<file path="src/rtl/kdp_pkg.sv">
package kdp_pkg;

   localparam int BYTE_W    = 8;
   localparam int RUBOUT_LEN = 3;

   localparam logic [7:0] C_LF    = 8'h0A;
   localparam logic [7:0] C_CR    = 8'h0D;
   localparam logic [7:0] C_DEL   = 8'h7F;
   localparam logic [7:0] C_BS    = 8'h08;
   localparam logic [7:0] C_SPACE = 8'h20;
   localparam logic [7:0] C_AT    = 8'h40;
   localparam logic [7:0] C_UNDER = 8'h5F;
   localparam logic [7:0] C_RSTK  = 8'h12;
   localparam logic [7:0] C_BRKK  = 8'h02;

   typedef enum logic [1:0] {
      KC_PLAIN = 2'd0,
      KC_RESET = 2'd1,
      KC_BREAK = 2'd2
   } key_class_e;

   function automatic key_class_e classify_key(input logic [7:0] code);
      if (code == C_RSTK)      return KC_RESET;
      else if (code == C_BRKK) return KC_BREAK;
      else                     return KC_PLAIN;
   endfunction

   function automatic logic [7:0] fold_key(input logic [7:0] code, input logic fold_case);
      logic [7:0] r;
      r = code;
      if (code == C_LF)                         r = C_CR;
      else if (code == C_DEL || code == C_BS)   r = C_UNDER;
      else if (fold_case && code >= 8'h61 && code <= 8'h7A) r = code & 8'hDF;
      return r;
   endfunction

   function automatic logic [7:0] map_display(input logic [6:0] ch);
      logic [7:0] r;
      r = {1'b0, ch};
      if (r == C_DEL)     r = C_AT;
      else if (r == C_CR) r = C_LF;
      return r;
   endfunction

   function automatic logic [7:0] rubout_byte(input logic [1:0] idx);
      case (idx)
         2'd1:    return C_SPACE;
         default: return C_BS;
      endcase
   endfunction

endpackage

</file>
<file path="src/rtl/kdp_key_in.sv">
module kdp_key_in
   import kdp_pkg::*;
#(
   parameter bit FOLD_CASE = 1'b1
) (
   input  logic       clk,
   input  logic       rst,
   input  logic       key_valid,
   input  logic [7:0] key_code,
   input  logic       take,
   output logic       pending,
   output logic [7:0] held_code,
   output logic       reset_pulse,
   output logic       break_pulse
);

   logic [7:0] xlat_code;
   key_class_e kclass;
   logic       arrive;

   generate
      if (FOLD_CASE) begin : g_fold
         assign xlat_code = fold_key(key_code, 1'b1);
      end else begin : g_nofold
         assign xlat_code = fold_key(key_code, 1'b0);
      end
   endgenerate

   assign kclass = classify_key(key_code);
   assign arrive = key_valid && !pending;

   always_ff @(posedge clk) begin
      if (rst) begin
         pending     <= 1'b0;
         held_code   <= '0;
         reset_pulse <= 1'b0;
         break_pulse <= 1'b0;
      end else begin
         reset_pulse <= arrive && (kclass == KC_RESET);
         break_pulse <= arrive && (kclass == KC_BREAK);
         if (arrive && kclass == KC_PLAIN) begin
            pending   <= 1'b1;
            held_code <= xlat_code;
         end else if (take) begin
            pending <= 1'b0;
         end
      end
   end

endmodule

</file>
<file path="src/rtl/kdp_disp_out.sv">
module kdp_disp_out
   import kdp_pkg::*;
#(
   parameter bit EXPAND_RUBOUT = 1'b1
) (
   input  logic       clk,
   input  logic       rst,
   input  logic       wr_stb,
   input  logic [6:0] wr_char,
   input  logic       out_ready,
   output logic       out_valid,
   output logic [7:0] out_data
);

   localparam logic [1:0] LAST_IDX = 2'(RUBOUT_LEN - 1);

   logic       in_rubout;
   logic [1:0] seq_idx;
   logic       is_rubout;
   logic       load;
   logic       handoff;

   generate
      if (EXPAND_RUBOUT) begin : g_expand
         assign is_rubout = ({1'b0, wr_char} == C_UNDER);
      end else begin : g_plain
         assign is_rubout = 1'b0;
      end
   endgenerate

   assign load    = wr_stb && !out_valid;
   assign handoff = out_valid && out_ready;

   always_ff @(posedge clk) begin
      if (rst) begin
         out_valid <= 1'b0;
         out_data  <= '0;
         in_rubout <= 1'b0;
         seq_idx   <= '0;
      end else if (load) begin
         out_valid <= 1'b1;
         in_rubout <= is_rubout;
         seq_idx   <= '0;
         out_data  <= is_rubout ? rubout_byte(2'd0) : map_display(wr_char);
      end else if (handoff) begin
         if (in_rubout && seq_idx != LAST_IDX) begin
            seq_idx  <= seq_idx + 2'd1;
            out_data <= rubout_byte(seq_idx + 2'd1);
         end else begin
            out_valid <= 1'b0;
            in_rubout <= 1'b0;
         end
      end
   end

endmodule

</file>
<file path="src/rtl/kdp_bus_dec.sv">
module kdp_bus_dec #(
   parameter int               ADDR_W    = 16,
   parameter logic [ADDR_W-1:0] KEY_ADDR  = 16'hD010,
   parameter logic [ADDR_W-1:0] STAT_ADDR = 16'hD011,
   parameter logic [ADDR_W-1:0] DISP_ADDR = 16'hD012
) (
   input  logic [ADDR_W-1:0] addr,
   input  logic              rd,
   input  logic              wr,
   input  logic              pending,
   input  logic [7:0]        held_code,
   output logic [7:0]        rdata,
   output logic              take,
   output logic              disp_wr
);

   logic hit_key, hit_stat, hit_disp;

   assign hit_key  = (addr == KEY_ADDR);
   assign hit_stat = (addr == STAT_ADDR);
   assign hit_disp = (addr == DISP_ADDR);

   assign take    = rd && hit_key && pending;
   assign disp_wr = wr && hit_disp;

   always_comb begin
      rdata = '0;
      if (rd && hit_stat)                rdata = {pending, 7'd0};
      else if (rd && hit_key && pending) rdata = {1'b1, held_code[6:0]};
   end

endmodule

</file>
<file path="src/rtl/kbd_disp_port.sv">
module kbd_disp_port
   import kdp_pkg::*;
#(
   parameter int                ADDR_W        = 16,
   parameter int                DATA_W        = 8,
   parameter logic [ADDR_W-1:0] KEY_ADDR      = 16'hD010,
   parameter logic [ADDR_W-1:0] STAT_ADDR     = 16'hD011,
   parameter logic [ADDR_W-1:0] DISP_ADDR     = 16'hD012,
   parameter bit                FOLD_CASE     = 1'b1,
   parameter bit                EXPAND_RUBOUT = 1'b1
) (
   input  logic              clk,
   input  logic              rst,
   input  logic [ADDR_W-1:0] bus_addr,
   input  logic              bus_rd,
   input  logic              bus_wr,
   input  logic [DATA_W-1:0] bus_wdata,
   output logic [DATA_W-1:0] bus_rdata,
   input  logic              key_valid,
   input  logic [DATA_W-1:0] key_code,
   output logic              reset_req,
   output logic              break_req,
   output logic              disp_valid,
   output logic [DATA_W-1:0] disp_data,
   input  logic              disp_ready,
   output logic              disp_busy
);

   generate
      if (DATA_W != BYTE_W) begin : g_bad_width
         $error("kbd_disp_port: DATA_W must be 8");
      end
      if (KEY_ADDR == STAT_ADDR || KEY_ADDR == DISP_ADDR || STAT_ADDR == DISP_ADDR) begin : g_bad_map
         $error("kbd_disp_port: register addresses must differ");
      end
   endgenerate

   logic       key_pending;
   logic [7:0] key_q;
   logic       key_take;
   logic       disp_wr;

   kdp_key_in #(.FOLD_CASE(FOLD_CASE)) u_key (
      .clk         (clk),
      .rst         (rst),
      .key_valid   (key_valid),
      .key_code    (key_code),
      .take        (key_take),
      .pending     (key_pending),
      .held_code   (key_q),
      .reset_pulse (reset_req),
      .break_pulse (break_req)
   );

   kdp_bus_dec #(
      .ADDR_W    (ADDR_W),
      .KEY_ADDR  (KEY_ADDR),
      .STAT_ADDR (STAT_ADDR),
      .DISP_ADDR (DISP_ADDR)
   ) u_dec (
      .addr      (bus_addr),
      .rd        (bus_rd),
      .wr        (bus_wr),
      .pending   (key_pending),
      .held_code (key_q),
      .rdata     (bus_rdata),
      .take      (key_take),
      .disp_wr   (disp_wr)
   );

   kdp_disp_out #(.EXPAND_RUBOUT(EXPAND_RUBOUT)) u_disp (
      .clk       (clk),
      .rst       (rst),
      .wr_stb    (disp_wr),
      .wr_char   (bus_wdata[6:0]),
      .out_ready (disp_ready),
      .out_valid (disp_valid),
      .out_data  (disp_data)
   );

   assign disp_busy = disp_valid;

endmodule

</file>
<file path="config.mk">
export PLATFORM = sky130hd
export DESIGN_NAME = kbd_disp_port
export DESIGN_NICKNAME = d
export VERILOG_FILES = /design/src/rtl/kdp_pkg.sv /design/src/rtl/kdp_key_in.sv /design/src/rtl/kdp_disp_out.sv /design/src/rtl/kdp_bus_dec.sv /design/src/rtl/kbd_disp_port.sv
export SDC_FILE = /design/constraint.sdc
export NUM_CORES = 1
export LEC_CHECK = 0
export BUFFER_PORTS_ARGS = -buffer_cell sky130_fd_sc_hd__buf_2
export CORE_MARGIN = 2
export CORE_UTILIZATION = 25
export CTS_CLUSTER_DIAMETER = 100
export DETAILED_ROUTE_END_ITERATION = 10
export GPL_TIMING_DRIVEN = 0
export PLACE_DENSITY_LB_ADDON = 0.15
export SETUP_SLACK_MARGIN = 0.15
export SKIP_LAST_GASP = 1
export SLEW_MARGIN = 0
export SYNTH_ARGS = -nofsm -noshare
export SYNTH_HDL_FRONTEND = slang
export SYNTH_SLANG_ARGS = --single-unit
</file>
<file path="constraint.sdc">
create_clock -name clk -period 4.2 [get_ports clk]
set_clock_uncertainty 0.1 [all_clocks]
set_input_delay 0.63 -clock clk [delete_from_list [all_inputs] [get_ports clk]]
set_output_delay 0.63 -clock clk [all_outputs]
set_load 0.1 [all_outputs]
</file>
==> summary by stage, run 1 <==
Outcome
The run finished with clean final reports.

Layout
Cells with a size suffix above 1 make up between 30% and 40% of the layout. The fill cell total of the finished layout is approximately 530. The footprint of the multi-input gates is about 730 um2. The number of antenna repair diodes is 0. After the flow finishes, the layout carries non-filler instances totaling 265. At the end of the flow, the number of nets in the layout was roughly 240. The sequential cells in the finished layout cover a total of 420 um2.

From synthesis to final layout, the design area changed by 32.3%.

Detailed routing
Dividing the detail-routed via count by the number of cells gives 4.74. In this run the remaining antenna-violating nets after routing total 0. The count of routing violations after the opening detailed-route iteration is 52. The wire length per cell is between 10 and 15 um. The first detailed-routing pass took 4 iterations. The wire length on met2 is about 1500 um.

The number of DRC violations after detailed routing is 0. The routed design uses roughly 230 um of met3 wire. Summed over all layers, the routed wires come to about 3100 um. For this block, the via count after detailed routing is between 1000 and 1500. The detailed-routing wirelength on met1 is around 1300 um. Signal routing reaches up to met4.

STA
The actual transition at the worst max-transition pin is 0.825 ns. The setup TNS is 0 ns. The worst-case headroom to the max-slew limit is 44.8%. The number of pins exceeding their max-slew limit in the final report is 0. After layout, the worst path uses roughly three quarters of the clock period. The fmax is between 300 and 400 MHz.

Setup repair after global routing left no endpoint under its margin. The number of hold violations in the final report was 0. Hold timing on the final database bottoms out at a slack of between 0.3 and 0.4 ns. Setup violations remaining at the end of the flow were counted as 0.

The clock period minus final worst setup slack is approximately 3.2 ns.

Setup path
The worst setup path is launched from an input port. In this run the worst setup path terminates at bus_rdata[5]. The length in cells of the worst reg-to-reg path is 6.

The critical path goes through buf_2 > nor4_2 > nand4_4 > nor4_4 > and2_1 > buf_2. For this run, the slowest stage of the critical path takes between 0.4 and 0.5 ns. The slowest stage of the critical path belongs to the cell sky130_fd_sc_hd__nor4_4. STA puts the critical path data required time at 3.47 ns. Counting stages on the worst path, the most repeated cell is sky130_fd_sc_hd__buf_2. The end of the worst register-to-register path is u_disp.out_data[1]$_SDFFE_PP0P_. STA puts the critical path data arrival time at ~2.5 ns. The setup check on the worst reg-to-reg path leaves a slack of approximately 2.5 ns. The maximum fanout count along the critical path is 9. The startpoint identified for the worst register-to-register timing path is u_disp.seq_idx[0]$_SDFFE_PP0P_. The critical path endpoint category is a primary output. The critical path starts at bus_addr[7].

The critical path in this run is classified as in -> out.

Flow run
Across the run, the number of max-cap violations was 0.

GRT
Entering global routing, the biggest net connects 12 pins. The via count of the first global-routing pass was ~1200. The wire length of the first global-routing pass is between 5000 and 6000 um. The number of antenna violations at the first check in global routing is 0. After global routing the overflow that remains totals 0. Global routing used roughly an eighth of the available tracks.

Yosys
By area the synthesized netlist is led by sky130_fd_sc_hd__dfxtp_1 34%, sky130_fd_sc_hd__nor2_1 4.0%, sky130_fd_sc_hd__inv_1 3.6%, sky130_fd_sc_hd__and2_1 3.5%, sky130_fd_sc_hd__nor4_4 3.4%. Synthesis produced a netlist whose cell count is 141. The library cell occupying the most area in the post-synthesis netlist is sky130_fd_sc_hd__dfxtp_1. The average cell area after synthesis is 8.76 um2. After synthesis the netlist holds a flip-flop and latch count of 21.

The count of flip-flops with a built-in enable after synthesis is 0. The cell area after technology mapping is 1230 um2. The total number of yosys warnings is 0. The share of async-settable or async-resettable flops after synthesis is 0%. The most used flip-flop cell after synthesis is sky130_fd_sc_hd__dfxtp_1. The number of distinct standard cells referenced by the synthesized netlist is 47. Summing the sequential cell areas from Yosys gives 34.0% of the chip area. The total nets after synthesis is about 180.

The area fraction of the dominant cell type after synthesis is about a third.

Worst hold path
The path category of the worst min-delay check is reg -> reg.

Clock network
The clock sink count is 21. The clock latency reported for the late side of the worst-skew pair is roughly 0.26 ns. The number of buffers inserted during clock tree synthesis is 3. After clock tree synthesis, the clock-pin slew on the worst setup and hold paths is approximately 0.080 ns. The post-CTS repair timing setup buffer count is 0. The maximum clock path buffer count is 2.

The root buffer cell chosen for the clock tree is sky130_fd_sc_hd__clkbuf_8. Gates resized during post-CTS repair numbered 0. In this run the number of H-tree levels came out at 1.

The TritonCTS clock tree is built. Buffers inserted to repair hold after CTS numbered 0.

Floorplanning
In this run the core area contains 25 standard-cell rows. Once the floorplan was initialized, standard cells occupied between 20% and 30% of the core. The die is 74.3 um tall.

The area enclosed by the die boundary is around 5500 um2. The floorplan die width is between 70 and 80 um. The placeable core region is 4750 um2.

58 I/O pins were placed.

Placed design
The number of buffers added on ports is between 50 and 60. The routability congestion estimate from global placement is 0.731. The HPWL after detailed placement is roughly 2500 um. In this run, placement finished with an instance count of around 260.

Power
The power per cell area is 247 nW/um2. The peak supply drop is approximately 0.13 mV. The leakage power figure is 0.696 nW.
==> worst min path at each step <==
stage	from	to	slack (ns)	cells past startpoint
after floorplan	u_key.held_code[1]$_SDFFE_PP0P_	u_key.held_code[1]$_SDFFE_PP0P_	0.35	2
after global placement	u_disp.out_data[1]$_SDFFE_PP0P_	u_disp.out_data[1]$_SDFFE_PP0P_	0.36	1
after detailed placement	u_disp.out_data[1]$_SDFFE_PP0P_	u_disp.out_data[1]$_SDFFE_PP0P_	0.36	1
after CTS	u_key.held_code[1]$_SDFFE_PP0P_	u_key.held_code[1]$_SDFFE_PP0P_	0.38	2
after global routing	u_disp.out_data[0]$_SDFFE_PP0P_	u_disp.out_data[0]$_SDFFE_PP0P_	0.40	1
final	u_disp.out_data[1]$_SDFFE_PP0P_	u_disp.out_data[1]$_SDFFE_PP0P_	0.37	1
==> per-layer routing <==
layer / vias up / GRT usage, %
met5: - / 0
met4: 0 / 3.37
met3: 2 / 3.12
met2: 46 / 21.5
met1: 573 / 14.1
li1: 634 / -
==> cell type report <==
class / count / area share (%)
tap: 67 / 5.13
sequential: 21 / 25.7
multi-input combinational: 102 / 44.9
timing repair buffer: 53 / 16.2
buffer: 6 / 2.53
inverter: 12 / 2.76
clock buffer: 4 / 2.76
==> flip-flops by register name, indices dropped and copies added (netlist names) <==
signal and flops:
u_key.reset_pulse 1, u_disp.out_data 7, u_key.pending 1, u_key.break_pulse 1
u_disp.out_valid 1, u_disp.in_rubout 1, u_disp.seq_idx 2, u_key.held_code 7
==> cells by family (layout without fill, tap and decap cells) <==
| family | Yosys count | in the layout | synth area share, % |
|---|---|---|---|
| adder cells (fa/ha/maj) | 2 | 2 | 2.03 |
| XOR/XNOR | 1 | 1 | 0.709 |
| other | 1 | 1 | 0.304 |
| AO/OA/AOI/OAI | 32 | 32 | 19.0 |
| multiplexers | 1 | 1 | 0.811 |
| buffers and inverters | 18 | 75 | 6.99 |
| flip-flops | 21 | 21 | 34.0 |
| AND/OR/NAND/NOR | 65 | 65 | 36.1 |
==> cells in the mapped netlist, types with 3 or more instances <==
library cell	n
sky130_fd_sc_hd__dfxtp_1	21
sky130_fd_sc_hd__nor2_1	13
sky130_fd_sc_hd__inv_1	12
sky130_fd_sc_hd__a21oi_1	8
sky130_fd_sc_hd__and2_1	7
sky130_fd_sc_hd__nor3_1	7
sky130_fd_sc_hd__nand2b_1	5
sky130_fd_sc_hd__nand3_1	4
sky130_fd_sc_hd__a31oi_1	3
sky130_fd_sc_hd__nand2_1	3
sky130_fd_sc_hd__nand4b_1	3
sky130_fd_sc_hd__o21ai_0	3
sky130_fd_sc_hd__o32ai_1	3
==> report_power, final <==
part           internal (W)  switching [W]  total (W)  leakage, nW
combinational     0.0000274      0.0000372  0.0000646        0.502
clock             0.0000675      0.0000644   0.000132       0.0228
sequential         0.000205     0.00000260   0.000207        0.171
total              0.000300       0.000104   0.000404        0.696
==> stage by stage <==
stage | util, % | setup WS, ns | total power (W) | area (um2)
final | 34.4 | 0.986 | 0.000404 | 1630
after detailed placement | 33.4 | 0.954 | 0.000277 | 1590
after global routing | 34.4 | 0.836 | 0.000427 | 1630
after floorplan | - | 0.990 | 0.000249 | 1240
after global placement | 33.4 | 0.929 | 0.000278 | 1590
after CTS | 34.4 | 0.943 | 0.000412 | 1630
==> placed cells by master, fill, tap and decap left out, types with 4 or more instances in the layout <==
cell / count
sky130_fd_sc_hd__nand3_1: 4
sky130_fd_sc_hd__dfxtp_1: 21
sky130_fd_sc_hd__inv_1: 12
sky130_fd_sc_hd__and2_1: 7
sky130_fd_sc_hd__nand2b_1: 5
sky130_fd_sc_hd__buf_2: 53
sky130_fd_sc_hd__nor3_1: 6
sky130_fd_sc_hd__nor2_1: 13
sky130_fd_sc_hd__a21oi_1: 8
==> critical path, delay by kind of cell <==
| kind | cells | cell delay [ns] |
|---|---|---|
| AND/OR/NAND/NOR | 4 | 1.32 |
| buffers and inverters | 2 | 0.53 |
Note: power is estimated with default switching activity, not from simulation.
==> run 2, diff against run 1 <==
Settings changed: ABC_AREA from default to 1.
Clock period 4.2 ns to 2.6 ns, I/O delays scaled along.
==> summary by stage, run 2 <==
Outcome
The flow ran to the end, and the final reports show no timing, DRC or antenna violations.

Yosys
The average cell area after synthesis is 5.75 um2 (-34%). The gate count after technology mapping is 238 (+69%). Sorting the synthesized cells by area gives the leading types as sky130_fd_sc_hd__dfxtp_1 31%, sky130_fd_sc_hd__nand2_1 17%, sky130_fd_sc_hd__nor2_1 13%, sky130_fd_sc_hd__inv_1 12%, sky130_fd_sc_hd__a21oi_1 6.9%. The primary flip-flop cell chosen by synthesis mapping is sky130_fd_sc_hd__dfxtp_1.

The number of distinct standard cells referenced by the synthesized netlist is 25 (-47%). The number of flip-flops and latches in the synthesized netlist is 21 (unchanged). The total nets after synthesis is 278 (+54%). The count of flip-flops with a built-in enable after synthesis is 0 (unchanged).

The area fraction of the dominant cell type after synthesis is 30.7% (-3.3 points). Summed over all instances, the cell type with the most area after synthesis is sky130_fd_sc_hd__dfxtp_1. The register area share after synthesis is 30.7% (-3.3 points). The cell area after technology mapping is 1370 um2 (+11%).

The total number of yosys warnings is 0 (unchanged). The share of async-settable or async-resettable flops after synthesis is 0% (unchanged). After synthesis, the most frequently instantiated cells are 61 x sky130_fd_sc_hd__nand2_1, 46 x sky130_fd_sc_hd__nor2_1, 42 x sky130_fd_sc_hd__inv_1, 21 x sky130_fd_sc_hd__dfxtp_1, 19 x sky130_fd_sc_hd__a21oi_1. Yosys instantiated no cell more often than sky130_fd_sc_hd__nand2_1.

Setup path
The register-to-register setup slack was 1.05 ns (-1.40 ns). The data required time of the worst path is 2.11 ns (-1.36 ns). The arrival time at the worst endpoint came to 1.73 ns (-0.75 ns).

The worst setup path is launched from an input port. The length in cells of the worst reg-to-reg path is 8 (+2). The path type of the worst setup path is in -> out. The end of the worst register-to-register path is u_disp.out_data[3]$_SDFFE_PP0P_. In this run the critical register-to-register path is launched from u_disp.seq_idx[0]$_SDFFE_PP0P_. The maximum fanout count along the critical path is 7 (-2). The worst setup path is captured at a primary output.

Floorplanning
The height of the die is 78.0 um (+5.0%). The initial cell density of the core is 26.3% (+0.32 points). The floorplan die width is 78.0 um (+5.0%). The area enclosed by the die boundary is 6080 um2 (+10%). The number of rows in the core area is 26 (+4.0%). The number of primary I/O pins is 58 (unchanged). The placeable core region is 5200 um2 (+9.5%).

Detailed routing
The detailed-route via count is 1526 (+22%). The sum of routed wire length over all layers was 3510 um (+14%). The remaining antenna violation count is 0 (unchanged). The wire length per cell is 9.56 um (-18%). The first-pass iteration count of the detailed router is 4 (unchanged). The detailed-route vias per instance was 4.16 (-12%).

The count of routing violations after the opening detailed-route iteration is 47 (-9.6%). The number of DRC violations after detailed routing came to 0 (unchanged).

STA
The fmax is around 450 MHz. The number of pins exceeding their max-slew limit in the final report is 0 (unchanged). The final critical path takes up a little under nine tenths of the cycle. The actual transition at the worst max-transition pin is 0.508 ns (-0.317 ns). The clock period minus final worst setup slack is about 2.2 ns.

The worst-case headroom to the max-slew limit is 66.1% (+21 points). Setup repair after global routing could not meet its margin everywhere. The final count of negative-setup-slack endpoints was 0 (unchanged).

The slack of the critical path is 0.381 ns (-0.605 ns). The smallest hold slack is 0.215 ns (-0.159 ns). The number of hold violations in the final report is 0 (unchanged).

Clock network
The total number of H-tree levels is 1 (unchanged). The maximum clock path buffer count is 2 (unchanged). The TritonCTS clock tree is built.

The clock sink count is 21 (unchanged). The post-CTS clock slew at the launch and capture registers of the worst setup and hold paths is 0.08 ns (about the same). The clock latency reported for the late side of the worst-skew pair came to 0.26 ns (about the same). The tree is rooted in a sky130_fd_sc_hd__clkbuf_8. The number of buffers inserted during clock tree synthesis is 3 (unchanged).

GRT
The global-route usage over all layers was 12.8% (+0.79 points). The wire length of the first global-routing pass was 6400 um (+23%). The via count of the first global-routing pass is 1484 (+26%). The number of antenna violations at the first check in global routing is 0 (unchanged). The maximum number of pins on one net before global-route repair is 12 (unchanged). The total global routing overflow came to 0 (unchanged).

Placed design
The placement-stage cell area is 1730 um2 (+9.0%). The routability congestion estimate from global placement is 0.762 (+4.2%). The worst slack at placement came to 0.217 ns (-0.737 ns).

The HPWL after detailed placement was 2870 um (+15%). The number of buffers added on ports was 55 (+3.8%). The placed cell count is 363 (+39%).

Layout
From synthesis to final layout, the design area changed by 31.1%. The share of the core filled with cells in the final layout is 34.5% (+0.10 points). The fraction of layout cells with a size suffix above 1 was 22.6% (-14 points). The number of antenna repair diodes is 0 (unchanged).

The fill cell total of the finished layout is 621 (+16%). In the layout the commonest cells are 61 x sky130_fd_sc_hd__nand2_1, 49 x sky130_fd_sc_hd__buf_2, 46 x sky130_fd_sc_hd__nor2_1. The final net count was 338 (+41%). The final non-filler cell area is 1790 um2 (+9.8%). The count of placed standard cells in the final layout, fillers left out is 367 (+38%). The library cell used most frequently in the layout, excluding fill and tap cells, is sky130_fd_sc_hd__nand2_1. The largest registers in the layout are u_disp.out_data (7), u_key.held_code (7), u_disp.seq_idx (2).

Flow run
The max capacitance violation total is 0 (unchanged).

Worst hold path
The path category of the worst min-delay check is in -> reg. The number of cells on the worst hold path is 2 (+1). In this run the most critical hold path is launched from rst. The sink of the worst hold path is u_key.pending$_SDFFE_PP0P_.

Power
The power per cell area is 370 nW/um2 (+50%). The leakage power figure is 0.905 nW (+30%). The peak supply drop is 0.209 mV (+56%).
==> run 2: cell types whose count changed in the layout (fill, tap and decap cells not counted), moves of 3 or more <==
cell / change
sky130_fd_sc_hd__nand2_1: +58
sky130_fd_sc_hd__nand2b_1: -5
sky130_fd_sc_hd__o21ai_0: +5
sky130_fd_sc_hd__o32ai_1: -3
sky130_fd_sc_hd__a31oi_1: -3
sky130_fd_sc_hd__nand3_1: +10
sky130_fd_sc_hd__a21oi_1: +11
sky130_fd_sc_hd__and2_1: -6
sky130_fd_sc_hd__inv_1: +30
sky130_fd_sc_hd__clkbuf_4: +5
sky130_fd_sc_hd__nor2_1: +33
sky130_fd_sc_hd__nand4b_1: -3
sky130_fd_sc_hd__buf_2: -4
==> run 2: stage by stage <==
step / total power, W / setup TNS, ns
2_1_floorplan: 0.000406 / -1.20
3_3_place_gp: 0.000456 / 0
3_5_place_dp: 0.000456 / 0
4_1_cts: 0.000674 / 0
5_1_grt: 0.000714 / 0
6_report: 0.000664 / 0
==> run 2: power by group <==
group	switching (W)	internal [W]
clock network	0.000107	0.000109
logic	0.0000694	0.0000434
registers	0.00000447	0.000331
==> run 2: layout make-up <==
cell class              count  area (um2)  share of cell area [%]
well taps                  70        87.6                    4.88
multi-input cells         170         763                    42.5
inverters                  43         161                    9.00
flip-flops and latches     21         420                    23.4
clock buffers               4        45.0                    2.51
plain buffers               4        23.8                    1.32
repair buffers             55         293                    16.3
==> run 2: repair_timing <==
item,CTS,global route
setup endpoints to repair,0,7
hold buffers,0,0
buffers inserted,0,0
gates resized for setup,0,8
==> run 2: layer usage <==
| metal | vias to the layer above | track usage, % | share of wire [%] |
|---|---|---|---|
| li1 | 852 | - | - |
| met1 | 635 | 16.9 | 53 |
| met2 | 37 | 21.5 | 41 |
| met3 | 2 | 2.21 | 5.6 |
| met4 | 0 | 3.16 | 0.71 |
| met5 | - | 0 | 0 |
==> run 2: critical path, cell delays in order <==
cell                       delay (ns)
sky130_fd_sc_hd__buf_2           0.10
sky130_fd_sc_hd__nor2_1          0.15
sky130_fd_sc_hd__nand2_1         0.08
sky130_fd_sc_hd__nor2_2          0.11
sky130_fd_sc_hd__nand4_1         0.12
sky130_fd_sc_hd__nor2_1          0.11
sky130_fd_sc_hd__nand2_1         0.17
sky130_fd_sc_hd__nor2_1          0.15
sky130_fd_sc_hd__clkbuf_4        0.35
==> run 2: logic make-up (layout without fill, tap and decap cells) <==
logic type / count (synthesis) / after routing / share of synthesized area, %
AOI/OAI and AO/OA: 29 / 29 / 10.8
other: 1 / 1 / 0.274
adders and majority gates: 2 / 2 / 1.83
buffers and inverters: 47 / 106 / 13.5
and+or+nand+nor: 138 / 138 / 42.9
DFF: 21 / 21 / 30.7
==> run 2: worst max path at each step <==
stage | start | cells past startpoint | to | slack (ns)
3_3_place_gp | bus_addr[9] | 9 | bus_rdata[5] | 0.20
6_report | bus_addr[3] | 9 | bus_rdata[4] | 0.38
4_1_cts | bus_addr[3] | 9 | bus_rdata[5] | 0.21
2_1_floorplan | bus_addr[3] | 7 | bus_rdata[0] | -0.17
3_5_place_dp | bus_addr[3] | 9 | bus_rdata[5] | 0.22
5_1_grt | bus_addr[12] | 10 | bus_rdata[4] | 0.12
==> run 3, diff against run 2 <==
Settings changed: BUFFER_PORTS_ARGS -buffer_cell sky130_fd_sc_hd__buf_2 to -buffer_cell sky130_fd_sc_hd__buf_4.
==> summary by stage, run 3 (synthesis results as in run 2) <==
Layout
The final net count came to 338 (unchanged). In the final layout, the registers with the most flip-flops are u_disp.out_data (7), u_key.held_code (7), u_disp.seq_idx (2). The library cell used most frequently in the layout, excluding fill and tap cells, is sky130_fd_sc_hd__nand2_1. The count of placed standard cells in the final layout, fillers left out is 367 (unchanged). The fraction of layout cells with a size suffix above 1 is 22.6% (unchanged). In the layout the commonest cells are 61 x sky130_fd_sc_hd__nand2_1, 57 x sky130_fd_sc_hd__buf_4, 46 x sky130_fd_sc_hd__nor2_1. The number of antenna repair diodes is 0 (unchanged). From synthesis to final layout, the design area changed by 39.9%.

STA
The final cycle utilization of the critical path is 85.9% (+0.51 points). The slack of the critical path is 0.368 ns (-0.0132 ns). Setup repair after global routing left no endpoint under its margin. The smallest hold slack is 0.198 ns (-0.0176 ns). The number of pins exceeding their max-slew limit in the final report is 0 (unchanged). The fmax is 448 MHz (-0.59%). The clock period minus final worst setup slack is 2.23 ns (+0.0132 ns). The final count of negative-setup-slack endpoints is 0 (unchanged).

The number of hold violations in the final report came to 0 (unchanged).

Worst hold path
For hold timing, the worst endpoint is u_key.pending$_SDFFE_PP0P_. The path category of the worst min-delay check is in -> reg. The number of cells on the worst hold path is 2 (unchanged). The startpoint of the lowest-slack hold path is rst.

GRT
The via count of the first global-routing pass is 1474 (-0.67%). The maximum number of pins on one net before global-route repair is 12 (unchanged). The global-route usage over all layers is 12.5% (-0.29 points).

The number of antenna violations at the first check in global routing came to 0 (unchanged). The total global routing overflow is 0 (unchanged). The wire length of the first global-routing pass is 6310 um (-1.4%).

Floorplanning
The area enclosed by the die boundary is 6080 um2 (unchanged). The number of primary I/O pins is 58 (unchanged). The height of the die came to 78.0 um (unchanged).

The placeable core region was 5200 um2 (unchanged). The floorplan die width is 78.0 um (unchanged). The number of rows in the core area was 26 (unchanged).

The initial cell density of the core came to 26.3% (unchanged).

Setup path
The number of buffers and inverters on the critical path is 2 (unchanged). The start of the worst register-to-register path is u_disp.seq_idx[0]$_SDFFE_PP0P_. The arrival time at the worst endpoint was 1.74 ns (about the same). STA classifies the critical path startpoint as an input port.

The gate family responsible for the most delay along the worst path is simple AND/OR/NAND/NOR gates. The data required time of the worst path was 2.11 ns (about the same). The critical-path cell with the highest stage delay is sky130_fd_sc_hd__buf_4. The register-to-register setup slack was 1.04 ns (about the same). The length in cells of the worst reg-to-reg path is 8 (unchanged). The maximum fanout count along the critical path came to 7 (unchanged).

The cell type with the highest occurrence count on the critical path is sky130_fd_sc_hd__nor2_1. The peak per-stage delay on the critical path is 0.31 ns (-0.04 ns). The end of the worst register-to-register path is u_disp.out_data[3]$_SDFFE_PP0P_. Traced cell by cell, the critical path runs through buf_4 > nor2_1 > nand2_1 > nor2_2 > nand4_1 > nor2_1 > nand2_1 > nor2_1 > buf_4. The worst setup path is captured at a primary output. The path type of the worst setup path is in -> out.

Power
The total power came to 0.000674 W (+1.4%). The leakage power figure was 0.938 nW (+3.7%). The peak supply drop is 0.192 mV (-8.2%). The power per cell area is 352 nW/um2 (-4.9%).

Flow run
The max capacitance violation total came to 0 (unchanged).

Clock network
The post-cts hold buffer count is 0 (unchanged). The maximum clock path buffer count is 2 (unchanged). The count of cells resized by post-cts repair is 0 (unchanged). The clock latency reported for the late side of the worst-skew pair is 0.25 ns (about the same).

The post-CTS clock slew at the launch and capture registers of the worst setup and hold paths is 0.07 ns (about the same). The clock sink count is 21 (unchanged). The tree is rooted in a sky130_fd_sc_hd__clkbuf_8. The post-CTS repair timing setup buffer count is 0 (unchanged).

The total number of H-tree levels is 1 (unchanged). TritonCTS built the clock tree. The number of buffers inserted during clock tree synthesis was 3 (unchanged).

Outcome
The run finished with clean final reports.

Detailed routing
The wire length per cell is 9.79 um (+2.3%). The number of DRC violations after detailed routing is 0 (unchanged). The remaining antenna violation count is 0 (unchanged). The detailed-route via count is 1507 (-1.2%). The count of routing violations after the opening detailed-route iteration is 57 (+21%). The sum of routed wire length over all layers came to 3590 um (+2.3%). The detailed-route vias per instance is 4.11 (-1.2%). The first-pass iteration count of the detailed router was 4 (unchanged).

Placed design
The number of buffers added on ports came to 55 (unchanged). The routability congestion estimate from global placement is 0.754 (-0.97%). The worst slack at placement came to 0.325 ns (+0.108 ns). The HPWL after detailed placement is 2930 um (+2.3%).

The placed cell count is 363 (unchanged).
run 3: how the worst max path moves through the flow:
stage / from / endpoint / slack (ns) / depth (start not counted)
final: bus_addr[3] / bus_rdata[5] / 0.37 / 9
after global routing: bus_addr[9] / bus_rdata[5] / 0.18 / 9
after detailed placement: bus_addr[9] / bus_rdata[5] / 0.33 / 9
after CTS: bus_addr[9] / bus_rdata[5] / 0.33 / 9
after global placement: bus_addr[3] / bus_rdata[5] / 0.32 / 9
after floorplan: bus_addr[3] / bus_rdata[0] / -0.17 / 7
run 3: through the flow:
| stage | util (%) | TNS (ns) | area (um2) |
|---|---|---|---|
| after floorplan | - | -1.20 | 1370 |
| after global placement | 35.9 | 0 | 1870 |
| after detailed placement | 35.9 | 0 | 1870 |
| after CTS | 36.8 | 0 | 1910 |
| after global routing | 36.8 | 0 | 1910 |
| final | 36.8 | 0 | 1910 |
run 3: final cells by class:
cell class,count,area [um2]
inverters,43,161
plain buffers,4,23.8
multi-input cells,170,763
fillers,610,3290
flip-flops and latches,21,420
clock buffers,4,45.0
well taps,70,87.6
repair buffers,55,413
run 3: routing by layer:
metal	up-vias	GRT usage, %	wire, um
met4	0	3.68	28
met1	618	16.8	1790
met2	39	20.2	1510
met5	-	0	0
met3	2	2.33	257
li1	848	-	-
run 3: power by group:
group / leakage [nW] / total (W) / switching [W] / internal [W]
clock: 0.0228 / 0.000211 / 0.000102 / 0.000109
sequential: 0.171 / 0.000335 / 0.00000446 / 0.000331
combinational: 0.744 / 0.000128 / 0.0000693 / 0.0000587
total: 0.938 / 0.000674 / 0.000176 / 0.000498
run 3: worst register-to-register path, cell delays in order, from the launching register on:
cell	delay [ns]
sky130_fd_sc_hd__dfxtp_1	0.33
sky130_fd_sc_hd__inv_1	0.07
sky130_fd_sc_hd__ha_1	0.24
sky130_fd_sc_hd__nor3_4	0.23
sky130_fd_sc_hd__inv_2	0.13
sky130_fd_sc_hd__or2_1	0.24
sky130_fd_sc_hd__nand3_1	0.08
sky130_fd_sc_hd__nand2_1	0.05
sky130_fd_sc_hd__inv_1	0.05
